==> config.mk <==
export PLATFORM = sky130hd
export DESIGN_NAME = clkpm_ctrl
export DESIGN_NICKNAME = d
export VERILOG_FILES = /design/src/rtl/clkpm_pkg.sv /design/src/rtl/clkpm_sync.sv /design/src/rtl/clkpm_fsm.sv /design/src/rtl/clkpm_out_gate.sv /design/src/rtl/clkpm_ctrl.sv
export SDC_FILE = /design/constraint.sdc
export NUM_CORES = 1
export LEC_CHECK = 0
export ABC_AREA = 1
export CAP_MARGIN = 20
export CORE_UTILIZATION = 61
export DETAILED_ROUTE_END_ITERATION = 6
export DONT_BUFFER_PORTS = 1
export GPL_TIMING_DRIVEN = 0
export PLACE_DENSITY = 0.88
export SYNTH_ARGS = -nofsm -noshare
export SYNTH_HDL_FRONTEND = slang
export SYNTH_SLANG_ARGS = --single-unit
==> constraint.sdc <==
create_clock -name clk -period 1.44 [get_ports clk]
set_input_delay 0.216 -clock clk [delete_from_list [all_inputs] [get_ports clk]]
set_output_delay 0.216 -clock clk [all_outputs]
set_load 0.005 [all_outputs]
==> src/rtl/clkpm_pkg.sv <==
package clkpm_pkg;

    typedef enum logic [2:0] {
        ST_RELOCK   = 3'd0,
        ST_RUN      = 3'd1,
        ST_SUSPEND  = 3'd2,
        ST_OE_OFF   = 3'd3,
        ST_SHUTDOWN = 3'd4
    } pm_state_e;

    // synchronizer depth for the asynchronous control pins
    localparam int SYNC_STAGES = 2;

endpackage

==> src/rtl/clkpm_sync.sv <==
module clkpm_sync #(
    parameter int   STAGES  = 2,
    parameter logic RST_VAL = 1'b1
) (
    input  logic clk,
    input  logic rst_n,
    input  logic async_i,
    output logic sync_o
);

    logic [STAGES-1:0] chain_q;

    always_ff @(posedge clk or negedge rst_n) begin
        if (!rst_n) begin
            chain_q <= {STAGES{RST_VAL}};
        end else begin
            chain_q <= {chain_q[STAGES-2:0], async_i};
        end
    end

    assign sync_o = chain_q[STAGES-1];

endmodule

==> src/rtl/clkpm_fsm.sv <==
module clkpm_fsm
    import clkpm_pkg::*;
#(
    parameter int N_PLL = 3
) (
    input  logic             clk,
    input  logic             rst_n,
    input  logic             sd_n_sync_i,
    input  logic             susp_n_sync_i,
    input  logic             cfg_full_i,
    input  logic             cfg_susp_en_i,
    input  logic [N_PLL-1:0] cfg_susp_pll_i,
    input  logic [N_PLL-1:0] pll_lock_i,
    output logic [N_PLL-1:0] pll_run_o,
    output logic             ref_run_o,
    output logic             out_allow_o,
    output logic             susp_on_o,
    output logic             relock_req_o
);

    pm_state_e state_q, state_d;
    logic      sd_low;
    logic      susp_act;
    logic      all_locked;

    assign sd_low     = ~sd_n_sync_i;
    assign susp_act   = cfg_susp_en_i & ~susp_n_sync_i;
    assign all_locked = &pll_lock_i;

    // state register
    always_ff @(posedge clk or negedge rst_n) begin
        if (!rst_n) begin
            state_q <= ST_RELOCK;
        end else begin
            state_q <= state_d;
        end
    end

    // transitions; the shutdown/OE pin is tested first in every state
    always_comb begin
        state_d = state_q;
        unique case (state_q)
            ST_RELOCK: begin
                if (sd_low)          state_d = cfg_full_i ? ST_SHUTDOWN : ST_OE_OFF;
                else if (all_locked) state_d = susp_act ? ST_SUSPEND : ST_RUN;
            end
            ST_RUN: begin
                if (sd_low)        state_d = cfg_full_i ? ST_SHUTDOWN : ST_OE_OFF;
                else if (susp_act) state_d = ST_SUSPEND;
            end
            ST_SUSPEND: begin
                if (sd_low)         state_d = cfg_full_i ? ST_SHUTDOWN : ST_OE_OFF;
                else if (!susp_act) state_d = ST_RUN;
            end
            ST_OE_OFF: begin
                if (sd_low) begin
                    if (cfg_full_i) state_d = ST_SHUTDOWN;
                end else begin
                    state_d = susp_act ? ST_SUSPEND : ST_RUN;
                end
            end
            ST_SHUTDOWN: begin
                if (!sd_low) state_d = ST_RELOCK;
            end
            default: state_d = ST_RELOCK;
        endcase
    end

    // state decode to enables
    always_comb begin
        pll_run_o    = '1;
        ref_run_o    = 1'b1;
        out_allow_o  = 1'b0;
        susp_on_o    = 1'b0;
        relock_req_o = 1'b0;
        unique case (state_q)
            ST_RELOCK: begin
                out_allow_o  = 1'b1;
                relock_req_o = 1'b1;
            end
            ST_RUN: begin
                out_allow_o = 1'b1;
            end
            ST_SUSPEND: begin
                out_allow_o = 1'b1;
                susp_on_o   = 1'b1;
                pll_run_o   = ~cfg_susp_pll_i;
            end
            ST_OE_OFF: begin
                out_allow_o = 1'b0;
            end
            ST_SHUTDOWN: begin
                pll_run_o = '0;
                ref_run_o = 1'b0;
            end
            default: begin
                out_allow_o = 1'b0;
            end
        endcase
    end

    // output-enable mode keeps every source running
    p_oe_keeps_plls_r2: assert property (@(posedge clk) disable iff (!rst_n)
        (sd_low && !cfg_full_i && state_q != ST_SHUTDOWN)
        |=> (ref_run_o && pll_run_o == '1 && !out_allow_o));

    // full shutdown stops all sources
    p_full_stop_r3: assert property (@(posedge clk) disable iff (!rst_n)
        (sd_low && cfg_full_i) |=> (!ref_run_o && pll_run_o == '0));

    // re-lock request held until every PLL reports lock
    p_relock_wait_r4: assert property (@(posedge clk) disable iff (!rst_n)
        (state_q == ST_RELOCK && !sd_low && !all_locked) |=> relock_req_o);

    // masked PLLs stop once suspend is taken
    p_susp_stop_r5: assert property (@(posedge clk) disable iff (!rst_n)
        ((state_q == ST_RUN || state_q == ST_SUSPEND) && susp_act && !sd_low)
        |=> ((pll_run_o & $past(cfg_susp_pll_i)) == '0));

    // shutdown/OE pin wins over suspend
    p_shut_priority_r8: assert property (@(posedge clk) disable iff (!rst_n)
        (sd_low && susp_act) |=> !susp_on_o);

endmodule

==> src/rtl/clkpm_out_gate.sv <==
module clkpm_out_gate (
    input  logic clk,
    input  logic rst_n,
    input  logic want_i,
    input  logic oclk_lvl_i,
    output logic en_o,
    output logic pin_o
);

    logic prev_q;
    logic stage_q;
    logic en_q;
    logic fall;

    // a falling edge of the output clock is seen when it was high and is now low
    assign fall = prev_q & ~oclk_lvl_i;

    always_ff @(posedge clk or negedge rst_n) begin
        if (!rst_n) begin
            prev_q  <= 1'b0;
            stage_q <= 1'b0;
            en_q    <= 1'b0;
        end else begin
            prev_q <= oclk_lvl_i;
            if (fall) begin
                stage_q <= want_i;
                en_q    <= stage_q;
            end
        end
    end

    assign en_o  = en_q;
    assign pin_o = en_q & oclk_lvl_i;

    // the enable moves only at an edge where the output clock is low
    p_en_on_low_r9: assert property (@(posedge clk) disable iff (!rst_n)
        (en_q != $past(en_q)) |-> !$past(oclk_lvl_i));

endmodule

==> src/rtl/clkpm_ctrl.sv <==
module clkpm_ctrl
    import clkpm_pkg::*;
#(
    parameter int  N_PLL = 3,
    parameter int  N_OUT = 4,
    localparam int SEL_W = $clog2(N_PLL + 1)
) (
    input  logic                   clk,
    input  logic                   rst_n,
    input  logic                   sd_oe_n_i,
    input  logic                   susp_n_i,
    input  logic                   cfg_sd_full_i,
    input  logic                   cfg_susp_en_i,
    input  logic [N_PLL-1:0]       cfg_susp_pll_i,
    input  logic [N_OUT-1:0]       cfg_susp_out_i,
    input  logic [N_OUT*SEL_W-1:0] cfg_src_sel_i,
    input  logic [N_PLL-1:0]       pll_lock_i,
    input  logic [N_OUT-1:0]       oclk_i,
    input  logic                   slow_clk_i,
    output logic [N_PLL-1:0]       pll_run_o,
    output logic                   ref_osc_run_o,
    output logic [N_OUT-1:0]       drive_en_o,
    output logic [N_OUT-1:0]       clk_out_o,
    output logic                   relock_req_o,
    output logic                   fsel2_o,
    output logic                   slow_clk_o
);

    logic             sd_n_sync;
    logic             susp_n_sync;
    logic             out_allow;
    logic             susp_on;
    logic [N_PLL-1:0] pll_run;
    logic             ref_run;
    logic [N_OUT-1:0] want;

    clkpm_sync #(.STAGES(SYNC_STAGES), .RST_VAL(1'b1)) u_sync_sd (
        .clk     (clk),
        .rst_n   (rst_n),
        .async_i (sd_oe_n_i),
        .sync_o  (sd_n_sync)
    );

    clkpm_sync #(.STAGES(SYNC_STAGES), .RST_VAL(1'b1)) u_sync_susp (
        .clk     (clk),
        .rst_n   (rst_n),
        .async_i (susp_n_i),
        .sync_o  (susp_n_sync)
    );

    clkpm_fsm #(.N_PLL(N_PLL)) u_fsm (
        .clk            (clk),
        .rst_n          (rst_n),
        .sd_n_sync_i    (sd_n_sync),
        .susp_n_sync_i  (susp_n_sync),
        .cfg_full_i     (cfg_sd_full_i),
        .cfg_susp_en_i  (cfg_susp_en_i),
        .cfg_susp_pll_i (cfg_susp_pll_i),
        .pll_lock_i     (pll_lock_i),
        .pll_run_o      (pll_run),
        .ref_run_o      (ref_run),
        .out_allow_o    (out_allow),
        .susp_on_o      (susp_on),
        .relock_req_o   (relock_req_o)
    );

    generate
        for (genvar o = 0; o < N_OUT; o++) begin : g_out
            logic [SEL_W-1:0] src;
            logic             src_ok;

            assign src = cfg_src_sel_i[o*SEL_W +: SEL_W];

            // parent must run; a PLL parent must also be locked
            always_comb begin
                src_ok = 1'b0;
                if (src == '0) begin
                    src_ok = ref_run;
                end
                for (int p = 0; p < N_PLL; p++) begin
                    if (int'(src) == p + 1) begin
                        src_ok = pll_run[p] & pll_lock_i[p];
                    end
                end
            end

            assign want[o] = out_allow & src_ok & ~(susp_on & cfg_susp_out_i[o]);

            clkpm_out_gate u_gate (
                .clk        (clk),
                .rst_n      (rst_n),
                .want_i     (want[o]),
                .oclk_lvl_i (oclk_i[o]),
                .en_o       (drive_en_o[o]),
                .pin_o      (clk_out_o[o])
            );
        end
    endgenerate

    assign pll_run_o     = pll_run;
    assign ref_osc_run_o = ref_run;
    assign fsel2_o       = cfg_susp_en_i ? 1'b0 : susp_n_sync;
    assign slow_clk_o    = slow_clk_i;

endmodule

==> key figures <==
Layout
  – Layout Nets: 230
  – Fin cells: 225
  – Share of post-route cells with drive strength above 1: a little under a third
  – Finished Cell Area: 1590 um2
  – Finished Core Util: 89.1%
  – Area delta synth->final: 31.4%
  – Ant. Diodes: 0

Detailed routing
  – Number of detailed-route iterations in the first pass: 5
  – DRC errors left: 0
  – Routed wire length: approximately 3700 um
  – DR iter-0 viols: ~100
  – Antenna viol nets, final: 0
  – Vias: 1373
  – Wire length per cell: 16.6 um
  – Vias/cell: approximately 6.1

Synth
  – Unique masters post-synth: 20
  – Ys flop type: dfrtp_1
  – Post-synthesis cell count: 173
  – Seq cells post-synth: 19
  – Mean Syn Cell Area: 6.99 um2
  – Largest area contributor in the netlist: dfrtp_1
  – Yosys warns: 0
  – Top-count cell post-synth: nand2_1
  – Top cells by area, synth: dfrtp_1, nand2_1, dfstp_2
  – Mapped cell area: 1210 um2
  – Top cells by count, synth: nand2_1, inv_1, nand3_1, dfrtp_1, nor2_1
  – Sequential fraction of the synthesis area: between 30% and 40%
  – Top cell type's share of synthesized area: 31.1%
  – Ys async rst share: 100%
  – EDFF count, synth: 0
  – Syn Nets: 202

GRT
  – Vias in the first global route: 1058
  – Largest net degree at the start of global routing: 20
  – Gr usage total: 27.9%
  – Global route total overflow: 0
  – First-pass GRT wire length: 4300 um
  – Initial antenna violation count: 0

Place
  – Port bufs: 0
  – GP Congestion: approximately 0.94
  – Placed Cells: roughly 200
  – HPWL after DPL: 1880 um
  – Cell Area, Placed: 1240 um2

Die
  – Die H: ~47 um
  – # IOs: 44
  – Num rows: 15
  – Starting Density: 67.8%
  – Die area: 2160 um2
  – Core Region: 1780 um2
  – Die width: about 47 um

STA
  – Final Slew Violations: 0
  – FMAX: 0.611 GHz
  – # setup viols final: 10
  – Max Clock Skew: 0.00593 ns
  – Setup TNS: -0.805 ns
  – Hold Violations, Final: 0
  – Worst-margin pin slew: 0.835 ns
  – Slew HR: 44.2%
  – RSZ-0062 raised after global routing: true
  – Final WS setup: -0.196 ns
  – Crit share post-route: 114%
  – Fin crit period: about 1.6 ns

Critical path
  – CP arrival: 1.89 ns
  – Max stage delay on crit path: about 0.4 ns
  – Reg-to-reg slack, setup: -0.20 ns
  – Setup crit start kind: register
  – CP endpoint kind: register
  – CP Cell Sequence: buf_6 > buf_4 > a21oi_1 > nand3_1 > a21oi_1 > nand2_1 > nand2_1
  – Crit path buffers/inverters: 2
  – CP required: between 1.5 and 2 ns
  – Crit-path slowest cell: dfrtp_1
  – Critical path's top delay family: compound AO/OA/AOI/OAI gates
  – CP max FO: 7
  – CP Class: register to register

Outcome
  – Failing checks: negative setup slack
  – Status: complete, but fails checks

Clock network
  – H-tree levels: 1
  – Clock slew seen by the registers of the worst setup and hold paths: 0.11 ns
  – CTS Buffer Depth: 2
  – CTS sink count: 19
  – Worst-Skew Late Latency: 0.30 ns
  – Clk root buf: clkbuf_4
  – TritonCTS clock tree: done
  – Total CTS buffers: 3

Power and ir drop
  – Pwr Density: 1640 nW/um2
  – Leak: 0.849 nW
  – Power Total: around 2.6 mW
  – Peak supply drop: 1.32 mV

Job
  – Max_cap viols: 0

Hold path
  – Hold WC Path Type: primary input to register
## worst min-delay path, cell delays in order
cell,delay (ns)
nor2_1,0.04
nand2_1,0.05
nand2_1,0.04
## placed cells by master (no fill, tap or decap), drive strengths merged
master / count
nor3: 3
o211ai: 2
nor2: 16
dlygate4sd3: 7
o21ai: 2
dfrtp: 15
clkbuf: 5
nand2: 56
inv: 26
nand4: 8
a21oi: 10
nand3: 19
dfstp: 4
buf: 27
## logic make-up (layout without fill, tap and decap cells)
family / Yosys count / in the layout / synth area share [%]
AND/OR/NAND/NOR: 102 / 102 / 37.1
AO/OA/AOI/OAI: 14 / 14 / 6.21
flip-flops: 19 / 19 / 39.8
buffers and inverters: 38 / 65 / 17.0
## state kept, by name, summed over array words and instances, names as in the netlist
name and cells:
u_sync_sd.chain_q 2, g_out.u_gate.stage_q 4, u_fsm.state_q 3, g_out.u_gate.en_o 4, u_sync_susp.chain_q 2, g_out.u_gate.prev_q 4
## per-stage QoR
stage,hold slack (ns),worst slack (ns)
2_1_floorplan,-0.0796,0.223
3_3_place_gp,-0.0792,0.136
3_5_place_dp,-0.0792,0.100
4_1_cts,0.0867,-0.0451
5_1_grt,0.0997,-0.208
6_report,0.0786,-0.196
## repair_timing
item | CTS | global route
endpoints found under the hold margin | 25 | 0
gates cloned | 0 | 1
hold buffers | 7 | 0
resized for setup | 8 | 24
pin swaps | 6 | 12
setup endpoints to repair | 4 | 11
setup buffers | 10 | 5
## power breakdown
group | internal (mW) | total, mW | switching (mW)
Sequential | 0.669 | 0.773 | 0.104
Combinational | 0.692 | 1.56 | 0.868
Clock | 0.108 | 0.275 | 0.167
Total | 1.47 | 2.61 | 1.14
## area by class of cell
type	instances	area, um2
fill	79	195
tap	25	31.3
multi-input combinational	116	629
sequential	19	482
clock buffer	4	26.3
buffer	12	109
timing repair buffer	23	208
inverter	26	103
## metal layers
metal | share of wire, % | GRT usage [%] | vias to the layer above
met4 | 6.3 | 14.7 | 0
met1 | 35 | 34.6 | 618
met5 | 0 | 0 | -
li1 | - | - | 598
met2 | 47 | 43.9 | 125
met3 | 11 | 7.06 | 32
## final timing paths
path,to,start,cells past startpoint
setup / recovery,g_out[3].u_gate.stage_q$_DFFE_PN0P_,u_fsm.state_q[1]$_DFFE_PN0P_,7
hold / removal,g_out[1].u_gate.en_o$_DFFE_PN0P_,oclk_i[1],3
setup reg to reg,g_out[3].u_gate.stage_q$_DFFE_PN0P_,u_fsm.state_q[1]$_DFFE_PN0P_,7
hold reg to reg,u_sync_sd.chain_q[1]$_DFF_PN1_,u_sync_sd.chain_q[0]$_DFF_PN1_,0
max in group asynchronous,u_fsm.state_q[0]$_DFFE_PN0P_,rst_n,1
min in group asynchronous,g_out[1].u_gate.en_o$_DFFE_PN0P_,rst_n,1
Note: power is estimated with default switching activity, not from simulation.
